===== config.mk =====
export PLATFORM = sky130hd
export DESIGN_NAME = serial_port_duplex
export DESIGN_NICKNAME = d
export VERILOG_FILES = /design/src/rtl/serial_port_pkg.sv /design/src/rtl/sp_sync.sv /design/src/rtl/sp_rx.sv /design/src/rtl/sp_tx.sv /design/src/rtl/serial_port_duplex.sv
export SDC_FILE = /design/constraint.sdc
export NUM_CORES = 1
export LEC_CHECK = 0
export ABC_AREA = 1
export BUFFER_PORTS_ARGS = -buffer_cell sky130_fd_sc_hd__buf_2
export CORE_ASPECT_RATIO = 1.75
export CORE_MARGIN = 2
export CORE_UTILIZATION = 51
export DETAILED_ROUTE_END_ITERATION = 10
export PLACE_DENSITY_LB_ADDON = 0.2
export SYNTH_ARGS = -nofsm -noshare
export SYNTH_HDL_FRONTEND = slang
export SYNTH_SLANG_ARGS = --single-unit

===== constraint.sdc =====
create_clock -name clk_i -period 1.5 [get_ports clk_i]
set_input_delay 0.075 -clock clk_i [delete_from_list [all_inputs] [get_ports clk_i]]
set_output_delay 0.075 -clock clk_i [all_outputs]
set_load 0.02 [all_outputs]

===== src/rtl/serial_port_pkg.sv =====
package serial_port_pkg;
  typedef struct packed {
    logic fs_gen;
    logic byte_mode;
  } sp_cfg_t;

  localparam int unsigned CFG_BYTE_BIT = 0;
  localparam int unsigned CFG_FSGEN_BIT = 1;
endpackage


===== src/rtl/sp_sync.sv =====
module sp_sync #(
  parameter int unsigned WIDTH  = 5,
  parameter int unsigned STAGES = 2
) (
  input  logic             clk_i,
  input  logic             rst_ni,
  input  logic [WIDTH-1:0] d_i,
  output logic [WIDTH-1:0] q_o
);
  logic [WIDTH-1:0] stage_q [STAGES];

  always_ff @(posedge clk_i or negedge rst_ni) begin
    if (!rst_ni) stage_q[0] <= '0;
    else         stage_q[0] <= d_i;
  end

  for (genvar s = 1; s < STAGES; s++) begin : g_stage
    always_ff @(posedge clk_i or negedge rst_ni) begin
      if (!rst_ni) stage_q[s] <= '0;
      else         stage_q[s] <= stage_q[s-1];
    end
  end

  assign q_o = stage_q[STAGES-1];
endmodule


===== src/rtl/sp_rx.sv =====
module sp_rx #(
  parameter int unsigned DATA_W = 16,
  parameter int unsigned BYTE_W = 8
) (
  input  logic              clk_i,
  input  logic              rst_ni,
  input  logic              sclk_i,
  input  logic              fs_i,
  input  logic              dat_i,
  input  logic              byte_mode_i,
  output logic [DATA_W-1:0] data_o,
  output logic              int_o
);
  localparam int unsigned CW = $clog2(DATA_W);
  localparam logic [CW-1:0] LAST_W = CW'(DATA_W - 1);
  localparam logic [CW-1:0] LAST_B = CW'(BYTE_W - 1);

  logic              sclk_q, fall;
  logic              busy_q, byte_q;
  logic [CW-1:0]     cnt_q;
  logic [DATA_W-1:0] sh_q;
  logic              at_last;

  assign fall    = sclk_q & ~sclk_i;
  assign at_last = cnt_q == (byte_q ? LAST_B : LAST_W);

  always_ff @(posedge clk_i or negedge rst_ni) begin
    if (!rst_ni) begin
      sclk_q <= 1'b0;
      busy_q <= 1'b0;
      byte_q <= 1'b0;
      cnt_q  <= '0;
      sh_q   <= '0;
      data_o <= '0;
      int_o  <= 1'b0;
    end else begin
      sclk_q <= sclk_i;
      int_o  <= 1'b0;
      if (fall) begin
        if (busy_q) begin
          sh_q <= {sh_q[DATA_W-2:0], dat_i};
          if (at_last) begin
            data_o <= byte_q ? DATA_W'({sh_q[BYTE_W-2:0], dat_i})
                             : {sh_q[DATA_W-2:0], dat_i};
            int_o  <= 1'b1;
            busy_q <= fs_i;  // back-to-back frame
            byte_q <= byte_mode_i;
            cnt_q  <= '0;
          end else begin
            cnt_q <= cnt_q + 1'b1;
          end
        end else if (fs_i) begin
          busy_q <= 1'b1;
          byte_q <= byte_mode_i;
          cnt_q  <= '0;
        end
      end
    end
  end
endmodule


===== src/rtl/sp_tx.sv =====
module sp_tx #(
  parameter int unsigned DATA_W = 16,
  parameter int unsigned BYTE_W = 8
) (
  input  logic              clk_i,
  input  logic              rst_ni,
  input  logic              sclk_i,
  input  logic              fs_i,
  input  logic              fs_gen_i,
  input  logic              byte_mode_i,
  input  logic              wr_i,
  input  logic [DATA_W-1:0] wdata_i,
  output logic              dat_o,
  output logic              fs_o,
  output logic              int_o,
  output logic              rise_o
);
  localparam int unsigned CW = $clog2(DATA_W);
  localparam logic [CW-1:0] LAST_W = CW'(DATA_W - 1);
  localparam logic [CW-1:0] LAST_B = CW'(BYTE_W - 1);

  logic              sclk_q, rise, fall;
  logic              busy_q, byte_q, start_q, new_q;
  logic [CW-1:0]     cnt_q;
  logic [DATA_W-1:0] hold_q, sh_q;
  logic              at_last, free, gen;

  assign rise    = ~sclk_q & sclk_i;
  assign fall    = sclk_q & ~sclk_i;
  assign at_last = cnt_q == (byte_q ? LAST_B : LAST_W);
  assign free    = ~busy_q | at_last;
  assign gen     = fs_gen_i & ~start_q & new_q & free;
  assign dat_o   = busy_q & sh_q[DATA_W-1];
  assign rise_o  = rise;

  always_ff @(posedge clk_i or negedge rst_ni) begin
    if (!rst_ni) begin
      sclk_q  <= 1'b0;
      busy_q  <= 1'b0;
      byte_q  <= 1'b0;
      start_q <= 1'b0;
      new_q   <= 1'b0;
      cnt_q   <= '0;
      hold_q  <= '0;
      sh_q    <= '0;
      fs_o    <= 1'b0;
      int_o   <= 1'b0;
    end else begin
      sclk_q <= sclk_i;
      int_o  <= 1'b0;
      if (fall && !fs_gen_i && fs_i && free) start_q <= 1'b1;
      if (rise) begin
        fs_o    <= gen;
        start_q <= gen;
        if (start_q) begin
          sh_q   <= byte_mode_i ? {wdata_hold_byte(hold_q)} : hold_q;
          byte_q <= byte_mode_i;
          busy_q <= 1'b1;
          cnt_q  <= '0;
          int_o  <= 1'b1;
        end else if (busy_q) begin
          if (at_last) begin
            busy_q <= 1'b0;
          end else begin
            sh_q  <= {sh_q[DATA_W-2:0], 1'b0};
            cnt_q <= cnt_q + 1'b1;
          end
        end
      end
      // a write in the load cycle keeps the new data pending
      if (wr_i) begin
        hold_q <= wdata_i;
        new_q  <= 1'b1;
      end else if (rise && start_q) begin
        new_q <= 1'b0;
      end
    end
  end

  function automatic logic [DATA_W-1:0] wdata_hold_byte(input logic [DATA_W-1:0] v);
    return {v[BYTE_W-1:0], {(DATA_W-BYTE_W){1'b0}}};
  endfunction
endmodule


===== src/rtl/serial_port_duplex.sv =====
module serial_port_duplex
  import serial_port_pkg::*;
#(
  parameter int unsigned DATA_W      = 16,
  parameter int unsigned BYTE_W      = 8,
  parameter int unsigned SYNC_STAGES = 2
) (
  input  logic              clk_i,
  input  logic              rst_ni,
  input  logic              reg_we_i,
  input  logic              reg_sel_i,
  input  logic [DATA_W-1:0] reg_wdata_i,
  output logic [DATA_W-1:0] rx_data_o,
  output logic              rx_int_o,
  output logic              tx_int_o,
  input  logic              tx_sclk_i,
  input  logic              tx_fs_i,
  output logic              tx_fs_o,
  output logic              tx_fs_oe_o,
  output logic              tx_dat_o,
  input  logic              rx_sclk_i,
  input  logic              rx_fs_i,
  input  logic              rx_dat_i
);
  localparam int unsigned NSYNC = 5;

  sp_cfg_t          cfg_q;
  logic [NSYNC-1:0] raw, syn;
  logic             tx_rise;

  always_ff @(posedge clk_i or negedge rst_ni) begin
    if (!rst_ni) cfg_q <= '0;
    else if (reg_we_i && reg_sel_i) begin
      cfg_q.byte_mode <= reg_wdata_i[CFG_BYTE_BIT];
      cfg_q.fs_gen    <= reg_wdata_i[CFG_FSGEN_BIT];
    end
  end

  assign raw = {rx_dat_i, rx_fs_i, rx_sclk_i, tx_fs_i, tx_sclk_i};

  sp_sync #(.WIDTH(NSYNC), .STAGES(SYNC_STAGES)) u_sync (
    .clk_i (clk_i),
    .rst_ni(rst_ni),
    .d_i   (raw),
    .q_o   (syn)
  );

  sp_tx #(.DATA_W(DATA_W), .BYTE_W(BYTE_W)) u_tx (
    .clk_i      (clk_i),
    .rst_ni     (rst_ni),
    .sclk_i     (syn[0]),
    .fs_i       (syn[1]),
    .fs_gen_i   (cfg_q.fs_gen),
    .byte_mode_i(cfg_q.byte_mode),
    .wr_i       (reg_we_i & ~reg_sel_i),
    .wdata_i    (reg_wdata_i),
    .dat_o      (tx_dat_o),
    .fs_o       (tx_fs_o),
    .int_o      (tx_int_o),
    .rise_o     (tx_rise)
  );

  sp_rx #(.DATA_W(DATA_W), .BYTE_W(BYTE_W)) u_rx (
    .clk_i      (clk_i),
    .rst_ni     (rst_ni),
    .sclk_i     (syn[2]),
    .fs_i       (syn[3]),
    .dat_i      (syn[4]),
    .byte_mode_i(cfg_q.byte_mode),
    .data_o     (rx_data_o),
    .int_o      (rx_int_o)
  );

  assign tx_fs_oe_o = cfg_q.fs_gen;
endmodule


; ---- Word-level counts from Yosys, hierarchy flattened
; Index checks and enable logic that the tools add are counted.
[op_classes]
addsub = 2
n_eq_ne = 4
n_mux = 31
bitwise = 15
n_reduce_logical = 16
[op_table]
columns = op, n
row1 = $mux W16, 5
row2 = $mux W4, 8
row3 = $mux W1, 18
row4 = $reduce_and A3 Y1, 3
row5 = $add A4 B1 Y4 const B, 2
row6 = $and A1 B1 Y1, 8
row7 = $eq A4 B4 Y1, 2
row8 = $reduce_bool A2 Y1, 4
row9 = $not A1 Y1, 6
row10 = $reduce_and A2 Y1, 3
row11 = $logic_and A1 B1 Y1, 5
row12 = $ne A2 B1 Y1 const B, 1
row13 = $ne A2 B2 Y1 const B, 1
row14 = $logic_not A1 Y1, 1
row15 = $or A1 B1 Y1, 1
[word_totals]
regBits = 94
inputBits = 25
output_inout_bits = 21
word_cells = 89

; ---- Longest topological paths before layout
; Gate-level depths: netlist of the first run.
[depth]
ltp_word = 7
depth_mapped = 9
mapped_depth_nobuf = 9

; ---- By module
; From an unflattened synthesis of the first run, not the netlist that was laid out.
[unflattened]
cells_unflattened = 472
area_unflattened_um2 = 4160.2
[by_module_without_submodules]
columns = module, n_inst, cells_per_inst, area_each_um2, seq_area_each_um2
row1 = sp_tx, 1, 257, 2117.0, 1076.0
row2 = sp_rx, 1, 189, 1669.1, 975.9
row3 = sp_sync, 1, 15, 287.8, 250.2
row4 = serial_port_duplex, 1, 11, 86.3, 50.0

; ---- Least setup slack after synthesis of the first run
; No wires, ideal clock.
[synth_timing]
kind = reg2reg
from = register u_tx.cnt_q[0]
to = register u_tx.cnt_q[1]
arrival_ps = 1197
slack_ps = 176
path_stages_with_launch = 9
period_less_slack_ps = 1324
path_cell_list = dfrtp_1 > ha_1 > nand2_1 > inv_1 > nand3_1 > nand3_2 > buf_4 > nand3_1 > o21ai_0
[synth_between]
elab_chain_len = 4
[synth_rtl]
columns = item, line_no
row1 = from (decl), sp_tx.sv:24  ; logic [CW-1:0] cnt_q;
row2 = from (signal assigned), sp_tx.sv:66  ; cnt_q <= cnt_q + 1'b1;
row3 = $add A4 B1 Y4, sp_tx.sv:66
row4 = $mux W4, sp_tx.sv:62  ; if (at_last) begin
row5 = $mux W4, sp_tx.sv:61  ; end else if (busy_q) begin
row6 = $mux W4, sp_tx.sv:55  ; if (start_q) begin
; Parallel ways exist; a longest one is shown, timed or not. The select of a mux whose other input is x is not followed.
; A chain may end at the register's enable or synchronous reset.

; ---- Final worst setup path of the first run
; Ends and elaborated chain as after synthesis.

==> run metrics, run 1 <==
core area=7515 um^2; clk_skew=0.009117 ns; total CTS buffers=9; Clk Latency, worst-skew pair=0.34 ns; Setup Fix Bufs, Post-CTS=0; RSZ-0062 raised after global routing=no; post-synth top area share=60.22%; Crit path max-delay family=flip-flops; Root Buffer=clkbuf_16; area grow syn2layout=22.49%; Synth Area per Inst=9.741 um^2; Least-Margin Pin Slew=0.5830 ns; global placement routability congestion=0.8470; first-pass GRT wire length=13120 um; crit path DAT=1.63 ns; Sink Count=94; Hold Path Class=in2reg; FF/Latch Area=2352 um^2; critical-path cell list=ha_1 > nand2_1 > inv_1 > nand3_2 > nand3_4 > buf_6 > nand3_1 > o21ai_0; Hold Violations, Final=1; area of the multi-input gates=1354 um^2; Async SR Flop Fraction=100.0%; # fillers=630; Sw Share=28.43%; Post-Syn Instances=401; slowest cell on the critical path=dfrtp_1; Power Total=6713 uW; number of global-route vias before repair=2953; setup_tns=0 ns; Place WS=0.05478 ns; Crit Path Class=reg2reg; leak pwr=0.002431 uW; Comb pwr share=16.9%; register area share after synthesis=60.22%; top post-synthesis cells by area=dfrtp_1, nand2_1, o21ai_0; Psw=1909 uW; Antenna diodes=0; CTS tree=yes; DR WL/cell=13.20 um; total track usage=19.63%; Initial DRT Pass Iterations=4; Via Count=2902; P per Cell Area=1403 nW/um^2; Reg clk slew, reported paths=0.07 ns; commonest cells in the synthesized netlist=nand2_1, dfrtp_1, o21ai_0; Worst setup EP type=flop; placement row count=42; Synth area leader=dfrtp_1; placed cells=530; antenna-violating nets left=0; Post-Layout Cell Count=567; Int Power=4805 uW; count of final setup violators=0; number of flops mapped to enable cells by yosys=0; count leader, synth=nand2_1; Initial Util=51.98%; num ports=46; port bufs=45; net total in the final layout=501; Hold WS=-0.001115 ns; final worst slack=0.08855 ns; total gr overflow=0; worst-path fanout max=10; share of post-route cells with drive strength above 1=22.96%; largest net degree at the start of global routing=60; Die Ht=119.8 um; Req. time, crit path=1.72 ns; Final min period=1.411 ns; Seq pwr share=48.6%; Slew Limit Fails=0; worst path bufs/invs=2; Synth Net Count=428; synthesized cell area=3906 um^2; clock share of power=34.5%; Yosys cell types=30; Max IR drop VDD=0.7945 mV; final wirelength=7482 um; htree depth=3; delay of the slowest critical-path stage=0.41 ns; CTS Buffer Depth=2; Setup crit start kind=flop; DP HPWL=5067 um; Syn. warnings=0; initial antenna violation count=0; Most used DFF post-synth=dfrtp_1; DRC violations left=0; Max-Cap Viols=0; Vias/cell=5.118; slew margin rel.=61.04%; DRT iter0 DRCs=110; Tcrit/Tclk final=94.10%; area of the die=8403 um^2; status=finished with violations; synthesis-stage register bit count=94; Chip Width=70.16 um; failing checks=negative hold slack; max frequency=708.5 MHz
[layout by cell type (no fill, tap or decap)]
cell type,count
o21ai_0,40
nand2_1,123
mux2_2,13
o22ai_1,1
inv_6,1
nor2_2,2
clkinv_4,3
nand3_2,1
nor2_1,16
inv_1,27
buf_12,1
nand3b_4,1
dfrtp_1,94
nand3_4,1
nand4_1,2
buf_6,2
clkbuf_8,1
clkinv_2,1
nand2_4,1
buf_4,8
nand2_8,1
a21oi_1,3
buf_2,44
inv_4,1
clkinv_1,1
ha_1,2
nand2_2,4
nand3_1,25
o21ai_2,8
clkbuf_16,9
a22o_1,5
xor2_1,1
dlygate4sd3_1,21
bufinv_16,1
nor3_1,3
inv_2,4
nor2_4,2
o21ai_1,5
[worst min-delay path, cell delays in order]
cell	delay [ns]
buf_2	0.09
inv_1	0.05
o21ai_0	0.07
[flip-flops by register name, indices dropped and copies added, names as in the netlist, 4 cells and up]
| register | count |
|---|---|
| u_rx.cnt_q | 4 |
| u_rx.data_o | 16 |
| u_rx.sh_q | 15 |
| u_sync.q_o | 5 |
| u_sync.stage_q | 5 |
| u_tx.cnt_q | 4 |
| u_tx.hold_q | 16 |
| u_tx.sh_q | 16 |
[stage by stage]
step	instance area (um^2)	utilization, %
after floorplan	3906	-
after global placement	4234	56.34
after detailed placement	4234	56.34
after CTS	4753	63.25
after global routing	4785	63.67
final	4785	63.67
[final cells by class]
cell class                 instances  share of cell area, %
clock inverter                     6                  1.464
clock buffer                      10                  4.995
multi-input combinational        260                  28.30
inverter                          33                  2.641
tap                               88                  2.301
timing repair buffer              76                  11.14
sequential                        94                  49.16
[power groups by stage]
| stage | Clock (uW) | Combinational (uW) | Sequential (uW) |
|---|---|---|---|
| after floorplan | 0 | 783 | 3250 |
| after global placement | 0 | 1050 | 3290 |
| after detailed placement | 0 | 1090 | 3300 |
| after CTS | 2360 | 1140 | 3260 |
| after global routing | 2450 | 1320 | 3320 |
| final | 2320 | 1130 | 3260 |
[timing repair]
| action | in CTS | in global routing |
|---|---|---|
| gates resized for setup | 0 | 6 |
| hold buffers | 21 | 0 |
| setup endpoints to repair | 0 | 20 |
| endpoints found under the hold margin | 115 | 0 |
[path summary, 6_finish.rpt]
check | from | to | slack [ns] | cells past startpoint
max | u_tx.cnt_q[0]$_DFFE_PN0P_ | u_tx.cnt_q[1]$_DFFE_PN0P_ | 0.09 | 8
min | reg_wdata_i[1] | tx_fs_oe_o$_DFFE_PN0P_ | -0.001 | 3
max reg2reg | u_tx.cnt_q[0]$_DFFE_PN0P_ | u_tx.cnt_q[1]$_DFFE_PN0P_ | 0.09 | 8
min reg2reg | u_sync.stage_q[5]$_DFF_PN0_ | u_sync.q_o[0]$_DFF_PN0_ | 0.35 | 0
max in group asynchronous | rst_ni | u_rx.sh_q[4]$_DFFE_PN0P_ | 0.85 | 3
min in group asynchronous | rst_ni | u_tx.fs_o$_DFFE_PN0P_ | 0.27 | 3
[logic make-up (layout without fill, tap and decap cells)]
family                   after synthesis  in the layout  share of synthesized area [%]
buffers and inverters                 47            125                          5.734
flip-flops                            94             94                          60.22
multiplexers                          13             13                          3.748
XOR/XNOR                               1              1                         0.2243
adder cells (fa/ha/maj)                2              2                         0.6405
AND/OR/NAND/NOR                      182            182                          20.21
AO/OA/AOI/OAI                         62             62                          9.225
[per-layer routing]
metal  global-route usage (%)  wire (um)  up-vias
li1                         -          -     1438
met1                    22.75       3071     1409
met2                    34.70       4070       46
met3                    3.359        200        9
met4                    9.495        139        0
met5                        0          0        -
No activity file was read; power rests on OpenSTA's default activity.
==> run 2: changes to the inputs <==
Settings changed: TNS_END_PERCENT set to 1.
Clock period 1.5 ns to 1.4 ns, I/O delays scaled along.
==> run metrics, run 2 (synthesis results as in run 1) <==
status=finished with violations; failing checks=negative setup slack; CTS tree=yes; htree depth=3; delay of the slowest critical-path stage=0.41 ns; total track usage=19.97%; core area=7515 um^2; Max-Cap Viols=0; RSZ-0062 raised after global routing=yes; final worst slack=-0.004960 ns; Req. time, crit path=1.63 ns; Worst setup EP type=flop; total gr overflow=0; num ports=46; CTS Buffer Depth=2; Sink Count=94; Regs by FF count=u_rx.data_o x16, u_tx.hold_q x16, u_tx.sh_q x16; final cell area excluding filler cells=5061 um^2; Slew Limit Fails=0; Hold Path Cell Cnt=3; Via Count=2987; worst r2r path cells=8; placement row count=42; Root Buffer=clkbuf_16; Tcrit/Tclk final=100.4%; Power Total=7225 uW; final wirelength=8019 um; slowest cell on the critical path=dfrtp_1; commonest cells after routing, fill and taps aside=nand2_1, dfrtp_1, buf_2, o21ai_0, inv_1; Die Ht=119.8 um; Reg clk slew, reported paths=0.06 ns; max frequency=711.8 MHz; initial antenna violation count=0; total CTS buffers=9; Final min period=1.405 ns; Post-Layout Cell Count=582; first-pass GRT wire length=13250 um; worst-path fanout max=12; crit path DAT=1.64 ns; Least-Margin Pin Slew=0.5044 ns; Initial Util=51.98%; DRT iter0 DRCs=157; Crit Path Class=reg2reg; port bufs=45; Initial DRT Pass Iterations=4; DP HPWL=4943 um; Vias/cell=5.132; critical-path cell list=ha_4 > nand2_2 > nand3b_4 > nor2_4 > buf_12 > inv_6 > nand2_1 > o21ai_2; leak pwr=0.002528 uW; largest net degree at the start of global routing=95; Hold WS=0.05955 ns; placed cells=533; Hold Path Class=in2reg; Chip Width=70.16 um; Setup crit start kind=flop; Max IR drop VDD=0.8260 mV; slew margin rel.=66.38%; share of post-route cells with drive strength above 1=31.17%; P per Cell Area=1428 nW/um^2; DP Area=4257 um^2; Hold Violations, Final=0; area grow syn2layout=29.56%; area of the die=8403 um^2; Antenna diodes=0; clk_skew=0.006516 ns; DRC violations left=0; net total in the final layout=516; antenna-violating nets left=0; commonest non-fill, non-tap cell in the layout=nand2_1; count of final setup violators=1; global placement routability congestion=0.8501; Clk Latency, worst-skew pair=0.34 ns; number of global-route vias before repair=2941; DR WL/cell=13.78 um; Post-Route Utilization=67.35%
[run 2: cell types whose count changed in the layout (fill, tap and decap cells not counted), sizes merged]
cell and delta:
buf +10, clkbuf +2, clkinvlp +2, bufinv -1, dlygate4sd3 +1, nand2 +1
[run 2: worst max-delay path, delay by kind of cell, from the launching register on]
family	cells	cell delay (ns)
buffers and inverters	2	0.22
and+or+nand+nor	4	0.44
DFF	1	0.41
adders and majority gates	1	0.17
AOI/OAI and AO/OA	1	0.05
[run 2: layout make-up]
cell class / count / area (um^2)
Clock buffer: 11 / 252.7
Clock inverter: 5 / 33.78
Fill cell: 611 / 2454
Inverter: 33 / 136.4
Multi-Input combinational cell: 261 / 1495
Sequential cell: 94 / 2352
Tap cell: 88 / 110.1
Timing Repair Buffer: 88 / 663.1
Timing Repair inverter: 2 / 17.52
[run 2: per-stage QoR]
| step | TNS, ns | worst slack, ns |
|---|---|---|
| 2_1_floorplan | 0 | 0.07562 |
| 3_3_place_gp | 0 | 0.05413 |
| 3_5_place_dp | 0 | 0.01898 |
| 4_1_cts | -0.0001231 | -0.0001231 |
| 5_1_grt | -1.176 | -0.05446 |
| 6_report | -0.004960 | -0.004960 |
[run 2: path summary, 6_finish.rpt]
check / from / slack, ns / endpoint
min reg2reg: u_sync.stage_q[5]$_DFF_PN0_ / 0.35 / u_sync.q_o[0]$_DFF_PN0_
max reg2reg: u_rx.cnt_q[1]$_DFFE_PN0P_ / -0.005 / u_rx.data_o[3]$_DFFE_PN0P_
min in group asynchronous: rst_ni / 0.30 / u_rx.sclk_q$_DFF_PN0_
max: u_rx.cnt_q[1]$_DFFE_PN0P_ / -0.005 / u_rx.data_o[3]$_DFFE_PN0P_
max in group asynchronous: rst_ni / 0.71 / u_tx.hold_q[3]$_DFFE_PN0P_
min: reg_we_i / 0.06 / tx_fs_oe_o$_DFFE_PN0P_
[run 2: metal layers]
metal / track usage, % / vias up / wire, um
met5: 0 / - / 0
met4: 9.736 / 0 / 178
met3: 3.946 / 12 / 226
met2: 35.71 / 57 / 4498
met1: 22.36 / 1443 / 3116
li1: - / 1475 / -
[run 2: power by group]
part / switching (uW) / internal (uW) / total [uW]
clock: 1000 / 1300 / 2300
combinational: 759 / 633 / 1390
sequential: 348 / 3190 / 3530
[run 2: what timing repair did]
item / CTS / global route
pin swaps: 0 / 21
hold buffers: 22 / 0
endpoints found under the setup margin: 2 / 40
endpoints found under the hold margin: 117 / 0
buffers inserted: 0 / 6
gates resized for setup: 1 / 47
gates cloned: 0 / 5
==> run 3: changes to the inputs <==
Settings changed: ABC_CLOCK_PERIOD_IN_PS set to 1400, CELL_PAD_IN_SITES_DETAIL_PLACEMENT set to 1, CELL_PAD_IN_SITES_GLOBAL_PLACEMENT set to 2, CORE_UTILIZATION 51 to 36.
==> run metrics, run 3 (synthesis results as in run 1) <==
status=finished with violations; failing checks=negative setup slack; Clk Latency, worst-skew pair=0.34 ns; slowest cell on the critical path=dfrtp_1; Via Count=3064; share of post-route cells with drive strength above 1=32.34%; Comb pwr share=19.1%; Max-Cap Viols=0; DRC violations left=0; DP HPWL=6530 um; clock share of power=36.3%; num ports=46; most used cell, CP=nand3_4; crit path DAT=1.65 ns; Max IR drop VDD=0.7543 mV; commonest cells after routing, fill and taps aside=nand2_1, dfrtp_1, buf_2, o21ai_0, inv_1; Antenna diodes=0; total track usage=17.47%; DP Area=4394 um^2; slew margin rel.=74.62%; Int Power=5721 uW; final cell area excluding filler cells=5261 um^2; Crit Path Class=reg2reg; CTS tree=yes; CTS Buffer Depth=2; clk_skew=0.005644 ns; Hold Violations, Final=0; Vias/cell=4.856; delay of the slowest critical-path stage=0.39 ns; first-pass GRT wire length=15610 um; commonest non-fill, non-tap cell in the layout=nand2_1; Post-Route Utilization=49.47%; total CTS buffers=9; net total in the final layout=523; Req. time, crit path=1.62 ns; Initial Util=36.73%; Chip Width=82.74 um; Least-Margin Pin Slew=0.3796 ns; Regs by FF count=u_rx.data_o x16, u_tx.hold_q x16, u_tx.sh_q x16; total gr overflow=0; area of the die=11730 um^2; Tcrit/Tclk final=101.9%; Slew Limit Fails=0; Crit path max-delay family=simple AND/OR/NAND/NOR gates; max frequency=700.9 MHz; RSZ-0062 raised after global routing=yes; Initial DRT Pass Iterations=4; antenna-violating nets left=0; Setup crit start kind=flop; placement row count=50; worst path bufs/invs=2; Hold WS=0.007628 ns; Die Ht=141.8 um; critical-path cell list=ha_2 > nand2_2 > inv_2 > nand3_4 > nand3_4 > buf_6 > nand3_1 > nand2_1; global placement routability congestion=0.7492; count of final setup violators=2; Final min period=1.427 ns; number of global-route vias before repair=3296; initial antenna violation count=0; worst-path fanout max=6; final worst slack=-0.02681 ns; Seq pwr share=44.6%; htree depth=3; Worst setup EP type=flop; # fillers=1206; Sink Count=94; core area=10640 um^2; Hold Path Class=in2reg; Sw Share=28.00%; P per Cell Area=1510 nW/um^2; final wirelength=9793 um; largest net degree at the start of global routing=25; area grow syn2layout=34.69%; Psw=2224 uW; port bufs=45; DRT iter0 DRCs=83; leak pwr=0.002611 uW; Place WS=-0.003377 ns; Root Buffer=clkbuf_16; DR WL/cell=15.52 um; Reg clk slew, reported paths=0.07 ns
## run 3: per-layer routing
metal / up-vias / track usage, % / share of wire, %
met5: - / 0 / 0
met1: 1539 / 18.73 / 36
met2: 34 / 32.85 / 61
li1: 1482 / - / -
met4: 0 / 6.299 / 1.4
met3: 9 / 3.053 / 1.9
## run 3: worst min-delay path, stage by stage
cell and delay [ns]:
buf_2 0.09, inv_1 0.06, o21ai_0 0.08
## run 3: power by group through the flow
stage | Combinational (uW) | Sequential [uW] | Clock, uW
2_1_floorplan | 839 | 3480 | 0
3_3_place_gp | 1250 | 3520 | 0
3_5_place_dp | 1300 | 3550 | 0
4_1_cts | 1370 | 3510 | 2950
5_1_grt | 1740 | 3610 | 3060
6_report | 1510 | 3550 | 2880
## run 3: per-stage QoR
step / instances / power [uW] / setup TNS (ns)
2_1_floorplan: 401 / 4317 / 0
3_3_place_gp: 583 / 4772 / 0
3_5_place_dp: 583 / 4848 / -0.003377
4_1_cts: 620 / 7826 / -0.1298
5_1_grt: 631 / 8402 / -2.090
6_report: 631 / 7946 / -0.02752
## run 3: final cells by class
cell class | count | area (um^2) | share of cell area [%]
Clock buffer | 11 | 252.7 | 4.804
Timing Repair Buffer | 95 | 738.2 | 14.03
Sequential cell | 94 | 2352 | 44.71
Timing Repair inverter | 2 | 17.52 | 0.3329
Multi-Input combinational cell | 261 | 1498 | 28.47
Tap cell | 130 | 162.7 | 3.092
Clock inverter | 5 | 103.9 | 1.974
Inverter | 33 | 136.4 | 2.592
## run 3: final timing paths
check	start	cells after the start	endpoint	slack, ns
setup / recovery	u_tx.cnt_q[1]$_DFFE_PN0P_	8	u_tx.cnt_q[2]$_DFFE_PN0P_	-0.03
hold / removal	reg_wdata_i[1]	3	tx_fs_oe_o$_DFFE_PN0P_	0.008
setup reg to reg	u_tx.cnt_q[1]$_DFFE_PN0P_	8	u_tx.cnt_q[2]$_DFFE_PN0P_	-0.03
hold reg to reg	u_sync.stage_q[5]$_DFF_PN0_	0	u_sync.q_o[0]$_DFF_PN0_	0.35
max in group asynchronous	rst_ni	3	u_rx.data_o[11]$_DFFE_PN0P_	0.73
min in group asynchronous	rst_ni	2	u_rx.data_o[2]$_DFFE_PN0P_	0.19
## run 3: what timing repair did
item                                    in CTS  in global routing
pin swaps                                    0                 21
endpoints found under the hold margin      114                  0
hold buffers                                21                  0
endpoints found under the setup margin      17                 40
gates resized for setup                      4                 44
cloned                                       0                  5
setup buffers                                0                  6
